<file path="src/rtl/latewr_pkg.sv">
package latewr_pkg;
   localparam int BURST_W = 2;

   typedef enum logic [1:0] {
      OP_IDLE = 2'd0,
      OP_RD   = 2'd1,
      OP_WR   = 2'd2
   } op_e;
endpackage

</file>
<file path="src/rtl/latewr_burst.sv">
module latewr_burst #(
   parameter int ADDR_W = 6
) (
   input  logic              clk,
   input  logic              rst_n,
   input  logic              load,
   input  logic              step,
   input  logic              interleave,
   input  logic [ADDR_W-1:0] addr_in,
   output logic [ADDR_W-1:0] addr_out
);
   localparam int BW = latewr_pkg::BURST_W;

   logic [ADDR_W-1:0] base_q;
   logic [BW-1:0]     beat_q;
   logic [BW-1:0]     low;

   always_ff @(posedge clk or negedge rst_n) begin
      if (!rst_n) begin
         base_q <= '0;
         beat_q <= '0;
      end else if (load) begin
         base_q <= addr_in;
         beat_q <= '0;
      end else if (step) begin
         beat_q <= beat_q + 1'b1;
      end
   end

   always_comb begin
      if (interleave) low = base_q[BW-1:0] ^ beat_q;
      else            low = base_q[BW-1:0] + beat_q;
   end

   assign addr_out = {base_q[ADDR_W-1:BW], low};
endmodule

</file>
<file path="src/rtl/latewr_array.sv">
module latewr_array #(
   parameter int ADDR_W = 6,
   parameter int LANES  = 4,
   parameter int LANE_W = 9
) (
   input  logic                     clk,
   input  logic [LANES-1:0]         we,
   input  logic [ADDR_W-1:0]        waddr,
   input  logic [LANES*LANE_W-1:0]  wdata,
   input  logic [ADDR_W-1:0]        raddr,
   output logic [LANES*LANE_W-1:0]  rdata
);
   localparam int DEPTH = 1 << ADDR_W;

   for (genvar g = 0; g < LANES; g++) begin : g_lane
      logic [LANE_W-1:0] mem [DEPTH];
      always_ff @(posedge clk) begin
         if (we[g]) mem[waddr] <= wdata[g*LANE_W +: LANE_W];
      end
      assign rdata[g*LANE_W +: LANE_W] = mem[raddr];
   end
endmodule

</file>
<file path="src/rtl/latewr_parity.sv">
module latewr_parity #(
   parameter int LANES  = 4,
   parameter int LANE_W = 9
) (
   input  logic                    clk,
   input  logic                    rst_n,
   input  logic                    chk_en,
   input  logic [LANES-1:0]        lane_en,
   input  logic                    odd_par,
   input  logic [LANES*LANE_W-1:0] data,
   output logic [LANES-1:0]        err
);
   for (genvar g = 0; g < LANES; g++) begin : g_lane
      logic bad;
      assign bad = (^data[g*LANE_W +: LANE_W]) != odd_par;
      always_ff @(posedge clk or negedge rst_n) begin
         if (!rst_n) err[g] <= 1'b0;
         else        err[g] <= chk_en & lane_en[g] & bad;
      end
   end
endmodule

</file>
<file path="src/rtl/latewr_sram.sv">
module latewr_sram #(
   parameter int ADDR_W = 6,
   parameter int LANES  = 4,
   parameter int LANE_W = 9,
   localparam int DATA_W = LANES * LANE_W
) (
   input  logic              clk,
   input  logic              rst_n,
   input  logic              flow_mode,
   input  logic              interleave,
   input  logic              odd_par,
   input  logic              cs_a,
   input  logic              cs_b,
   input  logic              cs_c_n,
   input  logic              adv,
   input  logic              wr,
   input  logic [ADDR_W-1:0] addr,
   input  logic [LANES-1:0]  byte_en,
   input  logic [DATA_W-1:0] wdata,
   input  logic              oe_n,
   output logic [DATA_W-1:0] rdata,
   output logic              rdata_oe,
   output logic [LANES-1:0]  par_err
);
   import latewr_pkg::*;

   if (ADDR_W < BURST_W) begin : g_bad_addr
      $error("ADDR_W must cover the burst bits");
   end
   if (LANES < 1 || LANE_W < 2) begin : g_bad_lane
      $error("LANES must be >= 1 and LANE_W >= 2");
   end

   logic sel, start, step;
   logic live_q, burst_wr_q;
   op_e  s1_op, s2_op, cm_op;
   logic [ADDR_W-1:0] s1_addr, s2_addr, cm_addr;
   logic [LANES-1:0]  s1_be, s2_be, cm_be;
   logic [LANES-1:0]  arr_we;
   logic [DATA_W-1:0] arr_rd, merged, out_q;
   logic out_vld_q, fwd_hit, drive, cm_is_wr;

   assign sel   = cs_a & cs_b & ~cs_c_n;
   assign start = ~adv & sel;
   assign step  = adv & live_q;

   always_ff @(posedge clk or negedge rst_n) begin
      if (!rst_n) begin
         live_q     <= 1'b0;
         burst_wr_q <= 1'b0;
         s1_op      <= OP_IDLE;
         s1_be      <= '0;
         s2_op      <= OP_IDLE;
         s2_addr    <= '0;
         s2_be      <= '0;
      end else begin
         live_q <= start | step;
         if (start) burst_wr_q <= wr;
         if (start)     s1_op <= wr ? OP_WR : OP_RD;
         else if (step) s1_op <= burst_wr_q ? OP_WR : OP_RD;
         else           s1_op <= OP_IDLE;
         s1_be   <= byte_en;
         s2_op   <= s1_op;
         s2_addr <= s1_addr;
         s2_be   <= s1_be;
      end
   end

   latewr_burst #(.ADDR_W(ADDR_W)) u_burst (
      .clk(clk), .rst_n(rst_n), .load(start), .step(step),
      .interleave(interleave), .addr_in(addr), .addr_out(s1_addr)
   );

   // commit point: one edge late in flow-through, two in pipelined
   assign cm_op    = flow_mode ? s1_op   : s2_op;
   assign cm_addr  = flow_mode ? s1_addr : s2_addr;
   assign cm_be    = flow_mode ? s1_be   : s2_be;
   assign cm_is_wr = (cm_op == OP_WR);
   assign arr_we   = cm_is_wr ? cm_be : '0;

   latewr_array #(.ADDR_W(ADDR_W), .LANES(LANES), .LANE_W(LANE_W)) u_array (
      .clk(clk), .we(arr_we), .waddr(cm_addr), .wdata(wdata),
      .raddr(s1_addr), .rdata(arr_rd)
   );

   latewr_parity #(.LANES(LANES), .LANE_W(LANE_W)) u_parity (
      .clk(clk), .rst_n(rst_n), .chk_en(cm_is_wr), .lane_en(cm_be),
      .odd_par(odd_par), .data(wdata), .err(par_err)
   );

   // pipelined read meets the write whose data lands on this same edge
   assign fwd_hit = ~flow_mode & (s2_op == OP_WR) & (s2_addr == s1_addr);

   for (genvar g = 0; g < LANES; g++) begin : g_merge
      assign merged[g*LANE_W +: LANE_W] = (fwd_hit & s2_be[g]) ?
             wdata[g*LANE_W +: LANE_W] : arr_rd[g*LANE_W +: LANE_W];
   end

   always_ff @(posedge clk or negedge rst_n) begin
      if (!rst_n) begin
         out_q     <= '0;
         out_vld_q <= 1'b0;
      end else begin
         out_vld_q <= (s1_op == OP_RD);
         if (s1_op == OP_RD) out_q <= merged;
      end
   end

   assign drive    = flow_mode ? (s1_op == OP_RD) : out_vld_q;
   assign rdata_oe = drive & ~oe_n;
   assign rdata    = rdata_oe ? (flow_mode ? arr_rd : out_q) : '0;
endmodule

</file>
<file path="config.mk">
export PLATFORM = sky130hd
export DESIGN_NAME = latewr_sram
export DESIGN_NICKNAME = d
export VERILOG_FILES = /design/src/rtl/latewr_pkg.sv /design/src/rtl/latewr_burst.sv /design/src/rtl/latewr_array.sv /design/src/rtl/latewr_parity.sv /design/src/rtl/latewr_sram.sv
export SDC_FILE = /design/constraint.sdc
export NUM_CORES = 2
export LEC_CHECK = 0
export BUFFER_PORTS_ARGS = -buffer_cell sky130_fd_sc_hd__buf_2
export CAP_MARGIN = 20
export CORE_MARGIN = 1.5
export CORE_UTILIZATION = 45
export CTS_BUF_LIST = sky130_fd_sc_hd__clkbuf_4 sky130_fd_sc_hd__clkbuf_8
export CTS_CLUSTER_SIZE = 25
export DETAILED_ROUTE_END_ITERATION = 10
export PLACE_DENSITY = 0.56
export SYNTH_ARGS = -nofsm -noshare
export SYNTH_HDL_FRONTEND = slang
export SYNTH_SLANG_ARGS = --single-unit
</file>
<file path="constraint.sdc">
create_clock -name clk -period 4.9 [get_ports clk]
set_input_delay 0.98 -clock clk [delete_from_list [all_inputs] [get_ports clk]]
set_output_delay 0.98 -clock clk [all_outputs]
set_load 0.1 [all_outputs]
</file>
[Word-level counts from Yosys, hierarchy flattened]
Memory sizes are Yosys's and may differ from the RTL's.
Index checks and enable logic that the tools add are counted.
Operators by class
  bitwise gates (word level): 25
  add/subtract/negate cells: 2
  multiplexer cells: 26
  reduce and logical (&&, ||, !) cells: 5
  equal/unequal tests: 8
Operators with widths (number)
  $mux 36: 2
  $mux 9: 4
  $reduce_xor 9->1: 4
  $and 1x1->1: 19
  $mux 2: 8
  $mux 1: 9
  $mux 4: 2
  $eq 6x6->1: 1
  $mux 6: 1
  $eq 2x2->1 const B: 2
  $ne 1x1->1: 4
  $not 1->1: 4
  $add 2x1->2 const B: 1
  $add 2x2->2: 1
  $eq 2x1->1 const B: 1
  $reduce_bool 2->1: 1
  $xor 2x2->2: 1
  $or 1x1->1: 1
Storage, ports and cells
  memories kept: 4
  bits in registers: 69
  RAM bits: 2304
  word-level logic and storage cells: 85
  output and inout port bits: 41
  input port bits: 57
Memory list
  u_array.g_lane[0].mem: depth 64, width 9, rd ports 1, clocked after Yosys merged registers in 0, wr ports 1, RTL line latewr_array.sv:16  | logic [LANE_W-1:0] mem [DEPTH];
  u_array.g_lane[1].mem: depth 64, width 9, rd ports 1, clocked after Yosys merged registers in 0, wr ports 1, RTL line latewr_array.sv:16
  u_array.g_lane[2].mem: depth 64, width 9, rd ports 1, clocked after Yosys merged registers in 0, wr ports 1, RTL line latewr_array.sv:16
  u_array.g_lane[3].mem: depth 64, width 9, rd ports 1, clocked after Yosys merged registers in 0, wr ports 1, RTL line latewr_array.sv:16

[Logic depth before layout (Yosys ltp)]
  word-level depth: 6
  mapped depth: 16
  gate-level depth less buffers: 10

[By module]
From an unflattened synthesis, not the netlist that was laid out.
Unflattened totals
  cells, all modules: 4466
  area total of the unflattened synthesis: 93582.3 um^2
By module, submodules not included
  latewr_array: cells an instance 4027, instances 1, area each 89213.1 um^2
  latewr_sram: cells an instance 370, instances 1, area each 3470.8 um^2
  latewr_parity: cells an instance 41, instances 1, area each 495.5 um^2
  latewr_burst: cells an instance 28, instances 1, area each 402.9 um^2

[Worst setup path before layout]
No wires, ideal clock.
  path kind: in2out
  start: input port interleave
  end: output port rdata[32]
  path slack: -999 ps
  arrival: 4919 ps
  stages: 11
  cell sequence: nor2b_1 > clkbuf_1 > xnor2_2 > clkbuf_1 > buf_1 > mux2i_1 > o21ai_0 > a32oi_1 > o22ai_1 > nor2_1 > nor3_1
On the way
  cells in the longest elaborated chain, start to end: 4
Ends and longest elaborated chain
  start: declaration: RTL line latewr_sram.sv:10  | input logic interleave,
  $mux 2: RTL line latewr_burst.sv:31  | if (interleave) low = base_q[BW-1:0] ^ beat_q;
  $mem_v2 64x9
  $mux 36 (2 in a row): RTL line latewr_sram.sv:111  | assign rdata = rdata_oe ? (flow_mode ? arr_rd : out_q) : '0;
  end: declaration: RTL line latewr_sram.sv:21  | output logic [DATA_W-1:0] rdata,
Every way passes these cells.

[Final worst setup path]
  start: register u_burst.beat_q[1]
  end: output port rdata[7]
On the way
  cells in the longest elaborated chain, start to end: 5
  elaborated cells between the ends (all ways): 6
  those cells by class: add/sub (1); mux (3); bitwise (1); memory (1)
Ends and longest elaborated chain
  start: declaration: RTL line latewr_burst.sv:15  | logic [BW-1:0] beat_q;
  start signal: assignment: RTL line latewr_burst.sv:26  | beat_q <= beat_q + 1'b1;
  $add 2x2->2 / $xor 2x2->2 (equally long branches): RTL line latewr_burst.sv:32, latewr_burst.sv:31
  $mux 2 (*): RTL line latewr_burst.sv:31
  $mem_v2 64x9 (*)
  $mux 36 (*) (2 in a row): RTL line latewr_sram.sv:111
Every way passes the cells marked *; elsewhere a longest branch is shown, timed or not.

==> summary.md <==
| Metric | Value |
|---|---|
| Post-Synth Adder-Cell Area | 0.0131% |
| Critical path launch point type | flip-flop |
| Layout cells sized above 1 | 30.6% |
| Worst path arrival time | 4.47 ns |
| Row count | 168 |
| Most instantiated library cell after synthesis | edfxtp_1 |
| Async SR Flop Fraction | 2.91% |
| DR vias | 58.0k |
| Mapped Cells | 5820 |
| First-pass iteration count of the detailed router | 6 |
| Boundary Pins | 98 |
| PwrDens | 506 mW/mm2 |
| CTS tree | built |
| Synth cell types | 51 |
| Failing checks | negative setup slack |
| Sequential fraction of the synthesis area | 74.4% |
| Simple-gate share of the synthesized area | 7.47% |
| XOR/XNOR Fraction of Synth Area | 0.451% |
| Die width | 463 um |
| Die area | 0.214 mm2 |
| Synthesized area | 0.0953 mm2 |
| Max VDD drop | 0.403 mV |
| Post-synthesis mux area share | 10.8% |
| Hold crit path type | in2reg |
| Final Critical Period | 5.45 ns |
| Max Cap Viol | 0 |
| Drt first-iter violations | 7159 |
| Mapped Nets | 5878 |
| First-pass GRT wire length | 413 mm |
| Area leader, netlist | edfxtp_1 |
| Final ANT Viol Nets | 0 |
| R2r endpoint | u_array.g_lane[1].mem[22][1] |
| Main combinational cell family by area after synthesis | multiplexers |
| Worst slack at placement | -0.424 ns |
| Primary FF master, synth | edfxtp_1 |
| Worst Path Class, Setup | reg2out |
| Avg Inst Size Synth | 16.4 um2 |
| Post-synth EDFFs | 2304 |
| R2r setup slk | 0.72 ns |
| Vias in the first global route | 56.6k |
| #FFs+latches synth | 2373 |
| Crit end category | output port |
| Via/cell ratio | 5.91 |
| Final Skew | 0.0714 ns |
| Max FO, Critical Path | 11 |
| Top cells by area, synth | edfxtp_1 73%, mux4_2 8.1%, nand2_1 3.5%, mux2i_1 2.6%, dfrtp_1 1.8% |
| Initial core utilization | 45.4% |
| All-Layer GR Usage | 26.8% |
| Power, Total | 58.8 mW |
| PortBufs | 97 |
| Slew HR | 20.9% |
| Cell Count, Final, Fillers Out | 9811 |
| Static leakage | 38.9 nW |
| Final worst slack | -0.553 ns |
| Worst-path clk slew | 0.06 ns |
| Area delta synth->final | 22.0% |
| DR WL/cell | 30.1 um |
| Initial antenna violation count | 25 |
| Worst skew pair latency | 1.07 ns |
| Detailed Route WL | 296 mm |
| Hold slack | 0.116 ns |
| DRC Markers | 0 |
| DIE HEIGHT | 463 um |
| R2r worst-path depth | 6 |
| GP Congestion | 0.880 |
| Max-slew violations | 0 |
| Fmax | 0.183 GHz |
| Clock Tree Root | clkbuf_8 |
| Core area | 0.210 mm2 |
| Worst Hold End | s1_be[0] |
| RR Startpoint | u_burst.base_q[4] |
| CTS max path bufs | 4 |
| HP Start | byte_en[0] |
| Yosys warns | 0 |
| Placed wire-length estimate | 181 mm |
| Global route overflow | 0 |
| Setup TNS Final | -14.26 ns |
| Required time worst endpoint | 3.92 ns |
| Final period util | 111% |
| CTS sink cnt | 2373 |
| Hold Path Depth | 1 |
| Status | finished, violations left |
| Unrepaired setup endpoints after global routing | yes |
| Compound-Gate Fraction of Synth Area | 5.15% |
| Top cells by count, synth | 2304 x edfxtp_1, 881 x nand2_1, 369 x nor2_1, 344 x mux4_2, 299 x clkbuf_1 |
| Dpl cells | 8969 |
| Largest net degree at the start of global routing | 116 |
| Nets | 6765 |
| Final hold violation count | 0 |
| Area fraction of the dominant cell type after synthesis | 72.6% |
| Total CTS buffers | 401 |
| Htree depth | 5 |
| Slew @ Worst Pin | 1.18 ns |
| Setup Viol. Count Final | 36 |
## worst max-delay path by stage
stage / startpoint / endpoint / slack (ns)
floorplan: interleave / rdata[12] / 0.14
global placement: interleave / rdata[19] / -0.40
detailed placement: interleave / rdata[19] / -0.42
CTS: u_burst.base_q[0] / rdata[6] / -0.57
global route: u_burst.beat_q[0] / rdata[11] / -0.63
finish: u_burst.beat_q[1] / rdata[7] / -0.55
## cell type report
| type | instances | area [um2] |
|---|---|---|
| Timing Repair Buffer | 869 | 8860 |
| Multi-Input combinational cell | 3055 | 25400 |
| Tap cell | 2805 | 3510 |
| Antenna cell | 6 | 15.0 |
| Clock inverter | 155 | 743 |
| Fill cell | 16672 | 93800 |
| Sequential cell | 2373 | 70900 |
| Clock buffer | 541 | 6660 |
| Inverter | 7 | 43.8 |
## power by group
group / internal [mW] / total [mW] / switching (mW)
clock: 8.91 / 16.7 / 7.79
sequential: 22.5 / 22.6 / 0.186
combinational: 8.12 / 19.5 / 11.3
total: 39.5 / 58.8 / 19.3
## cell families after synthesis
logic type / count (synthesis)
buf+inv: 392
compound gates: 740
flops: 2373
xor+xnor: 46
mux: 594
fa+ha+maj: 1
simple gates: 1674
## cell usage in the layout (no fill, tap or decap), types with 58 or more instances in the layout
cell / n
edfxtp_1: 2304
nand2_1: 870
buf_4: 610
clkbuf_8: 416
mux4_2: 344
nor2_1: 337
mux2i_1: 234
a21oi_1: 174
clkbuf_4: 125
nand3_1: 115
buf_12: 107
clkinv_1: 99
o22ai_1: 90
dfrtp_1: 64
nor3_1: 59
o21ai_0: 58
buf_2: 58
## through the flow
stage          util (%)  instance area (um2)
4_1_cts            54.3               114000
3_5_place_dp       49.7               104000
2_1_floorplan         -                95600
5_1_grt            55.3               116000
3_3_place_gp       49.7               104000
6_report           55.3               116000
## routing by layer
layer / up-vias / routed length (um) / global-route usage (%)
met5: - / 13 / 0
met4: 2 / 11000 / 9.57
met3: 510 / 23600 / 4.57
met2: 2800 / 140000 / 42.7
met1: 30025 / 120000 / 37.2
li1: 24613 / - / -
## repair_timing
item                                   CTS  global route
buffers inserted                        44            74
hold buffers                             4             0
cloned                                  10            17
pin swaps                               83           101
gates resized for setup                285           219
setup endpoints to repair               36            36
endpoints found under the hold margin   44             0
## state kept, by name (all words and copies together), names as in the netlist
| signal | flops |
|---|---|
| burst_wr_q | 1 |
| live_q | 1 |
| out_q | 36 |
| out_vld_q | 1 |
| s1_be | 4 |
| s1_op | 2 |
| s2_addr | 6 |
| s2_be | 4 |
| s2_op | 2 |
| u_array.g_lane.mem | 2304 |
| u_burst.base_q | 6 |
| u_burst.beat_q | 2 |
| u_parity.err | 4 |
## worst max-delay path, cell delays in order (launching register included)
cell	delay, ns
dfrtp_2	0.45
xor2_4	0.33
xnor2_4	0.18
clkinv_8	0.17
buf_16	0.16
buf_8	0.18
buf_4	0.15
buf_4	0.20
o221ai_1	0.18
a21oi_2	0.21
o21ai_0	0.16
nor3_2	0.26
o22ai_2	0.21
o21a_2	0.33
buf_12	0.20
(Power assumes the default switching activity.)
